`src/rtl/uart_rx_pkg.sv`:
```
package uart_rx_pkg;
  typedef enum logic [2:0] {
    S_IDLE, S_START, S_DATA, S_PAR, S_STOP, S_BRKW
  } rx_state_e;

  typedef struct packed {
    logic [1:0] len_sel;
    logic       par_en;
    logic       par_even;
    logic       par_stick;
  } rx_cfg_t;
endpackage

```
`src/rtl/uart_rx_sync.sv`:
```
module uart_rx_sync #(
  parameter int unsigned STAGES = 2
) (
  input  logic clk_i,
  input  logic rst_ni,
  input  logic d_i,
  output logic q_o
);
  logic [STAGES-1:0] chain_q;

  generate
    for (genvar g = 0; g < STAGES; g++) begin : g_stage
      always_ff @(posedge clk_i or negedge rst_ni) begin
        if (!rst_ni) chain_q[g] <= 1'b1;
        else if (g == 0) chain_q[g] <= d_i;
        else chain_q[g] <= chain_q[(g == 0) ? 0 : g-1];
      end
    end
  endgenerate

  assign q_o = chain_q[STAGES-1];
endmodule

```
`src/rtl/uart_rx_bit_timer.sv`:
```
module uart_rx_bit_timer #(
  parameter int unsigned OSR = 16
) (
  input  logic clk_i,
  input  logic rst_ni,
  input  logic tick_i,
  input  logic run_i,
  input  logic half_i,   // first sample is half a bit after the edge
  output logic sample_o
);
  localparam int unsigned CW  = $clog2(OSR);
  localparam int unsigned MID = OSR / 2;

  logic [CW-1:0] cnt_q;
  logic [CW-1:0] limit;

  assign limit    = half_i ? CW'(MID - 1) : CW'(OSR - 1);
  assign sample_o = run_i && tick_i && (cnt_q == limit);

  always_ff @(posedge clk_i or negedge rst_ni) begin
    if (!rst_ni)       cnt_q <= '0;
    else if (!run_i)   cnt_q <= '0;
    else if (sample_o) cnt_q <= '0;
    else if (tick_i)   cnt_q <= cnt_q + 1'b1;
  end
endmodule

```
`src/rtl/uart_rx_par_chk.sv`:
```
module uart_rx_par_chk #(
  parameter int unsigned DW = 8
) (
  input  logic [DW-1:0] data_i,
  input  logic          par_bit_i,
  input  logic          par_en_i,
  input  logic          par_even_i,
  input  logic          par_stick_i,
  output logic          par_err_o
);
  logic exp_bit;

  always_comb begin
    if (par_stick_i)     exp_bit = ~par_even_i;
    else if (par_even_i) exp_bit = ^data_i;
    else                 exp_bit = ~(^data_i);
  end

  assign par_err_o = par_en_i && (par_bit_i != exp_bit);
endmodule

```
`src/rtl/uart_rx_core.sv`:
```
module uart_rx_core #(
  parameter int unsigned OSR         = 16,
  parameter int unsigned SYNC_STAGES = 2
) (
  input  logic       clk_i,
  input  logic       rst_ni,
  input  logic       baud_tick_i,
  input  logic       rxd_i,
  input  logic [1:0] len_sel_i,
  input  logic       par_en_i,
  input  logic       par_even_i,
  input  logic       par_stick_i,
  output logic [7:0] data_o,
  output logic       rx_valid_o,
  output logic       par_err_o,
  output logic       frame_err_o,
  output logic       brk_o
);
  import uart_rx_pkg::*;

  localparam int unsigned DW   = 8;
  localparam int unsigned BW   = $clog2(DW);
  localparam int unsigned MINW = 5;

  rx_state_e      state_q;
  rx_cfg_t        cfg_q;
  logic [DW-1:0]  shreg_q;
  logic [BW-1:0]  idx_q;
  logic [BW-1:0]  last_idx;
  logic           par_q;
  logic           rx_s;
  logic           sample;
  logic           run;
  logic           par_err;
  logic           brk_now;

  uart_rx_sync #(.STAGES(SYNC_STAGES)) u_sync (
    .clk_i (clk_i),
    .rst_ni(rst_ni),
    .d_i   (rxd_i),
    .q_o   (rx_s)
  );

  assign run = (state_q == S_START) || (state_q == S_DATA) ||
               (state_q == S_PAR)   || (state_q == S_STOP);

  uart_rx_bit_timer #(.OSR(OSR)) u_timer (
    .clk_i   (clk_i),
    .rst_ni  (rst_ni),
    .tick_i  (baud_tick_i),
    .run_i   (run),
    .half_i  (state_q == S_START),
    .sample_o(sample)
  );

  uart_rx_par_chk #(.DW(DW)) u_par (
    .data_i     (shreg_q),
    .par_bit_i  (par_q),
    .par_en_i   (cfg_q.par_en),
    .par_even_i (cfg_q.par_even),
    .par_stick_i(cfg_q.par_stick),
    .par_err_o  (par_err)
  );

  assign last_idx = BW'(MINW - 1) + BW'(cfg_q.len_sel);
  assign brk_now  = (shreg_q == '0) && !rx_s && !(cfg_q.par_en && par_q);

  always_ff @(posedge clk_i or negedge rst_ni) begin
    if (!rst_ni) begin
      state_q     <= S_IDLE;
      cfg_q       <= '0;
      shreg_q     <= '0;
      idx_q       <= '0;
      par_q       <= 1'b0;
      data_o      <= '0;
      rx_valid_o  <= 1'b0;
      par_err_o   <= 1'b0;
      frame_err_o <= 1'b0;
      brk_o       <= 1'b0;
    end else begin
      rx_valid_o  <= 1'b0;
      par_err_o   <= 1'b0;
      frame_err_o <= 1'b0;
      brk_o       <= 1'b0;
      unique case (state_q)
        S_IDLE: if (baud_tick_i && !rx_s) state_q <= S_START;
        S_START: if (sample) begin
          if (!rx_s) begin
            state_q <= S_DATA;
            cfg_q   <= '{len_sel: len_sel_i, par_en: par_en_i,
                         par_even: par_even_i, par_stick: par_stick_i};
            shreg_q <= '0;
            idx_q   <= '0;
            par_q   <= 1'b0;
          end else begin
            state_q <= S_IDLE;   // glitch, not a start bit
          end
        end
        S_DATA: if (sample) begin
          shreg_q[idx_q] <= rx_s;
          if (idx_q == last_idx) state_q <= cfg_q.par_en ? S_PAR : S_STOP;
          else                   idx_q   <= idx_q + 1'b1;
        end
        S_PAR: if (sample) begin
          par_q   <= rx_s;
          state_q <= S_STOP;
        end
        S_STOP: if (sample) begin
          data_o      <= shreg_q;
          rx_valid_o  <= 1'b1;
          par_err_o   <= par_err;
          frame_err_o <= !rx_s;
          brk_o       <= brk_now;
          state_q     <= brk_now ? S_BRKW : S_IDLE;
        end
        S_BRKW: if (rx_s) state_q <= S_IDLE;
        default: state_q <= S_IDLE;
      endcase
    end
  end
endmodule

```
`config.mk`:
```
export PLATFORM = sky130hd
export DESIGN_NAME = uart_rx_core
export DESIGN_NICKNAME = d
export VERILOG_FILES = /design/src/rtl/uart_rx_pkg.sv /design/src/rtl/uart_rx_sync.sv /design/src/rtl/uart_rx_bit_timer.sv /design/src/rtl/uart_rx_par_chk.sv /design/src/rtl/uart_rx_core.sv
export SDC_FILE = /design/constraint.sdc
export NUM_CORES = 1
export LEC_CHECK = 0
export BUFFER_PORTS_ARGS = -buffer_cell sky130_fd_sc_hd__buf_2
export CELL_PAD_IN_SITES_DETAIL_PLACEMENT = 1
export CELL_PAD_IN_SITES_GLOBAL_PLACEMENT = 1
export CORE_UTILIZATION = 35
export DETAILED_ROUTE_END_ITERATION = 7
export PLACE_DENSITY_LB_ADDON = 0.25
export SYNTH_ARGS = -nofsm -noshare
export SYNTH_HDL_FRONTEND = slang
export SYNTH_HIERARCHICAL = 1
export SYNTH_SLANG_ARGS = --single-unit
```
`constraint.sdc`:
```
create_clock -name clk_i -period 7.4 [get_ports clk_i]
set_clock_uncertainty 0.05 [all_clocks]
set_input_delay 0.74 -clock clk_i [delete_from_list [all_inputs] [get_ports clk_i]]
set_output_delay 0.74 -clock clk_i [all_outputs]
set_load 0.01 [all_outputs]
```
Word-level counts from Yosys, hierarchy flattened
Cells that the tools add are included.
{ "word_totals": {"inputBits": 9, "ff_bits": 38, "mem_bits_rw": 0, "n_memories": 0, "romBits": 0, "latch_bits": 0} }
{ "op_classes": {"shifts": 0, "bitwise": 3, "eq_ne": 18, "order_cmp": 2, "add_sub_neg": 3, "n_reduce_logical": 24, "mux": 41, "mul": 0, "n_div": 0} }
{ "ops": {"columns": ["operator", "count"], "rows": [
  ["$mux 3", 13],
  ["$mux 8", 3],
  ["$pmux 3 s6", 1],
  ["$mux 4", 4],
  ["$pmux 8 s2", 1],
  ["$mux 1", 14],
  ["$ne 2x2->1 const B", 7],
  ["$bwmux 8", 1],
  ["$logic_and 1x1->1", 8],
  ["$logic_not 8->1", 1],
  ["$reduce_and 4->1", 2],
  ["$reduce_xor 8->1", 1],
  ["$reduce_and 7->1", 1],
  ["$eq 3x2->1 const B", 2],
  ["$eq 3x3->1 const B", 2],
  ["$pmux 3 s2", 1],
  ["$reduce_and 5->1", 1],
  ["$add 4x1->4 const B", 1],
  ["$eq 4x4->1", 1],
  ["$lt 3x4->1 const B", 1],
  ["$ne 2x1->1 const B", 2],
  ["$reduce_bool 2->1", 2],
  ["$add 3x1->3 const B", 1],
  ["$add 3x2->3 const A", 1],
  ["other kinds (14)", 19]
]} }

Depth between registers and ports, before layout
{ "logic_depth": {"depth_word": 8, "depth_mapped": 9, "mapped_depth_nobuf": 8} }

Cells and area by module
The synthesis kept the hierarchy.
{ "modules_own_cells": {"columns": ["mod", "area_per_inst_um2", "n_inst", "cells_each"], "rows": [
  ["uart_rx_core", 1529.0, 1, 136],
  ["uart_rx_bit_timer", 255.2, 1, 26],
  ["uart_rx_par_chk", 88.8, 1, 11],
  ["uart_rx_sync", 52.6, 1, 2]
]} }

Least setup slack after synthesis
No wires, ideal clock.
{ "synth_timing": {"path_kind": "reg-to-reg", "startpoint": "reg state_q[0]", "endpoint": "reg data_o[0]", "path_slack_ns": 4.936, "t_arrival_ns": 2.289, "path_buffers": 3, "period_less_slack_ns": 2.464, "stages_incl_launch_ff": 10, "cell_sequence": "dfrtp_1 buf_2 nor2b_1 and2_1 xnor2_2 nor3_1 clkbuf_1 and2_1 buf_2 mux2_2"} }
{ "synth_via": {"elab_chain_len": 7} }
{ "synth_rtl": {"columns": ["item", "line_no", "source"], "rows": [
  ["from (decl)", "uart_rx_core.sv:25", "rx_state_e state_q;"],
  ["from (signal assigned)", "uart_rx_core.sv:101", "if (idx_q == last_idx) state_q <= cfg_q.par_en ? S_PAR : S_STOP;"],
  ["from (signal assigned)", "uart_rx_core.sv:114", "state_q <= brk_now ? S_BRKW : S_IDLE;"],
  ["parallel branches: the longest is 5 deep, another holds $mux 4", null, null],
  ["$logic_and 1x1->1 (*)", "uart_rx_bit_timer.sv:18", "assign sample_o = run_i && tick_i && (cnt_q == limit);"],
  ["via sample", "uart_rx_core.sv:32", "logic sample;"],
  ["$reduce_and 2->1 (no line) (*)", null, null],
  ["to (signal assigned)", "uart_rx_core.sv:109", "data_o <= shreg_q;"],
  ["to (decl)", "uart_rx_core.sv:13", "output logic [7:0] data_o,"]
]} }
Mark *: on every way through the listed nets, which the timed path passes.
A chain may end at the register's enable or synchronous reset.

Final worst setup path
{ "layout_timing": {"startpoint": "reg state_q[0]", "endpoint": "reg state_q[0]"} }
{ "layout_via": {"elab_chain_len": 8} }
{ "layout_rtl": {"columns": ["item", "line_no"], "rows": [
  ["parallel branches: the longest is 5 deep, another holds $mux 4", null],
  ["$logic_and 1x1->1 (*)", "uart_rx_bit_timer.sv:18"],
  ["via sample", "uart_rx_core.sv:32"],
  ["$ne 2x2->1 (no line)", null],
  ["$reduce_and 7->1 (no line) (*)", null]
]} }
Marks and branches as above.

==> out/metrics.yaml <==
status:
  status: "completed"
worst_setup_path:
  r2r-end: "state_q[0]"
  crit_top_cell: "o21ai_0"
  cp.arrival_ns: 2.63
  cpMaxStageDelayCell: "dfrtp_1"
  crit_start: "state_q[0]"
  crit_chain: "nor2b_1 > and2_1 > xnor2_2 > nor3_1 > buf_4 > o21ai_0 > o21ai_0 > o2bb2ai_1 > mux2_1"
  max_stage_delay_ns: 0.55
  path_depth: 9
  worstPathMaxFanout: 14
  crit_path_start_kind: "register"
  end_kind: "register"
  reg2regPathDepth: 9
  cp_num_buf_inv: 1
  rrSetupSlack_ns: 4.91
  crit_family: "flip-flops"
  r2r_start: "state_q[0]"
  critPathRequiredTime_ns: 7.53
  crit_type: "register to register"
detailed_routing:
  ant_nets: 0
  drc: 0
  vias_per_cell: 5.15
  drt-total-wl_um: 4080
  drt_iter0_drc: 31
  drtPass1Iterations: 4
  wire_per_inst_um: 15.4
  vias: 1364
power:
  ir_drop_v: 0.000106
  power.density_nw_per_um2: 238
  leakage_nw: 1.01
grt:
  grt_max_degree: 39
  antenna_found_initial: 0
  grt.overflow.total: 0
  grt_use_total_pct: 16.2
  grt_pass1_vias: 1472
  grt_pass1_wl_um: 7230
sta:
  slew_headroom_pct: 43.7
  timing.setup.tns_ns: 0
  worstMarginPinSlew_ns: 0.844
  layout_setup_ws_ns: 4.91
  maxSlewViolCount: 0
  rsz0062_at_grt: "no"
  fin_crit_sh_pct: 33.7
  fmax_ghz: 0.401
  hold_viol_final: 0
  fin_crit_ns: 2.49
  finalSetupViolations: 0
layout:
  multi_input_area_um2: 903
  final_cells: 265
  final_cell_area_um2: 2180
  fillCellCount: 587
  regArea_um2: 953
  antenna_cells: 0
  area_growth_pct: 13.5
  nets: 205
  final_util_pct: 42.0
  drive_gt1_share_pct: 25.6
  layout_commonest_cell: "dfrtp_1"
  final_cell_mix: "dfrtp_1 (36), buf_2 (20), mux2_2 (14)"
floorplan:
  fp.dieH_um: 76.2
  die_area_um2: 5800
  core_um2: 5200
  rows: 26
  die_width_um: 76.2
  start_util_pct: 37.0
  pin_count: 21
yosys:
  yosys.area_share.simple_pct: 13.4
  syn_area_um2: 1930
  ys.flop_type: "dfrtp_1"
  syn_avg_cell_area_um2: 11.0
  syn_nets: 186
  synth_fa_ha_area_share_pct: 1.30
  synth_top_family_by_area: "compound AO/OA/AOI/OAI gates"
  synth_cells: 175
  synth-compound-area-share_pct: 15.1
  synth-seq-cells: 38
  synth_edf_count: 0
  post_synth_xor_area_fraction_pct: 6.30
  yosysTopAreaCell: "dfrtp_1"
  synth_area_leaders: "dfrtp_1 (47%), mux2_2 (8.2%), xnor2_1 (4.5%), o21ai_0 (3.4%), dfstp_2 (2.7%)"
  async_flop_share_pct: 100
  synthMuxAreaShare_pct: 10.9
  seq_area_frac_synth_pct: 49.5
  yosysUniqueCellTypes: 47
  yosysWarnings: 6
  synth_top_cell_area_share_pct: 46.8
hold_path:
  min_delay_path_depth: 0
  hp-class: "register to register"
  min-delay-start: "u_sync/chain_q[0]"
  min_to: "u_sync/q_o"
place:
  portBuffers: 20
  placed_cell_area_um2: 2080
  pre_cts_ws_ns: 4.88
  dp.cells: 257
  place.gp.congestion: 0.778
  place_hpwl_um: 3070
clocking:
  htree_levels: 2
  cts_hold_buf: 0
  cts_made_buffers: 5
  cts_resized: 0
  clock-sinks: 38
  cts_tree: "built"
  clk_latency_ns: 0.29
  max-clock-path-buffers: 2
  cts_root_buffer: "clkbuf_8"
  post-cts-setup-buffers: 0
  cts.clk_slew.worst_paths_ns: 0.07
job:
  maxCapViolCount: 0
-- area by class of cell --
| class | instances | area share, % |
|---|---|---|
| flip-flops and latches | 38 | 43.6 |
| multi-input cells | 121 | 41.4 |
| repair buffers | 21 | 4.93 |
| well taps | 70 | 4.01 |
| clock buffers | 7 | 3.49 |
| clock inverters | 1 | 1.37 |
| inverters | 7 | 1.20 |
-- through the flow --
stage | hold slack [ns] | total power [mW]
3_5_place_dp | 0.298 | 0.357
3_3_place_gp | 0.296 | 0.348
6_report | 0.307 | 0.520
2_1_floorplan | 0.295 | 0.333
4_1_cts | 0.309 | 0.532
5_1_grt | 0.317 | 0.556
-- cells by family (layout without fill, tap and decap cells) --
| family | count (synthesis) | after routing |
|---|---|---|
| XOR/XNOR | 13 | 13 |
| multiplexers | 19 | 19 |
| AND/OR/NAND/NOR | 42 | 42 |
| buffers and inverters | 16 | 36 |
| flip-flops | 38 | 38 |
| adder cells (fa/ha/maj) | 2 | 2 |
| AO/OA/AOI/OAI | 45 | 45 |
-- cell usage after synthesis (all sizes together), types with 3 or more instances --
| cell | instances |
|---|---|
| dfrtp | 36 |
| clkbuf | 4 |
| nand2 | 7 |
| o21a | 3 |
| mux2 | 15 |
| nor2b | 4 |
| inv | 7 |
| xnor2 | 11 |
| o21ai | 21 |
| o31ai | 3 |
| nor2 | 4 |
| a31oi | 7 |
| and2 | 4 |
| mux2i | 4 |
| nor3 | 3 |
| buf | 5 |
| and3 | 5 |
-- sequential cells by signal, indices dropped and copies added, names as in the netlist --
| signal | count |
|---|---|
| shreg_q | 8 |
| cfg_q | 5 |
| rx_valid_o | 1 |
| par_err_o | 1 |
| u_sync/chain_q | 1 |
| idx_q | 3 |
| data_o | 8 |
| brk_o | 1 |
| u_timer/cnt_q | 4 |
| par_q | 1 |
| frame_err_o | 1 |
| state_q | 3 |
| u_sync/q_o | 1 |
-- where the power goes --
part	internal (mW)	switching (mW)
sequential	0.220	0.0255
combinational	0.0486	0.0555
clock	0.101	0.0698
total	0.369	0.151
-- layer usage --
| layer | share of wire, % | GRT usage (%) | wire length (um) |
|---|---|---|---|
| met1 | 46 | 19.9 | 1880 |
| met2 | 48 | 26.3 | 1970 |
| met3 | 3.9 | 5.51 | 158 |
| met4 | 1.8 | 6.15 | 75 |
| met5 | 0 | 0 | 0 |
-- worst max path at each step --
stage | slack (ns) | end
3_5_place_dp | 4.88 | state_q[0]
4_1_cts | 4.87 | state_q[0]
6_report | 4.91 | state_q[0]
3_3_place_gp | 5.02 | state_q[0]
2_1_floorplan | 4.94 | data_o[0]
5_1_grt | 4.64 | state_q[0]
(Power assumes the default switching activity.)
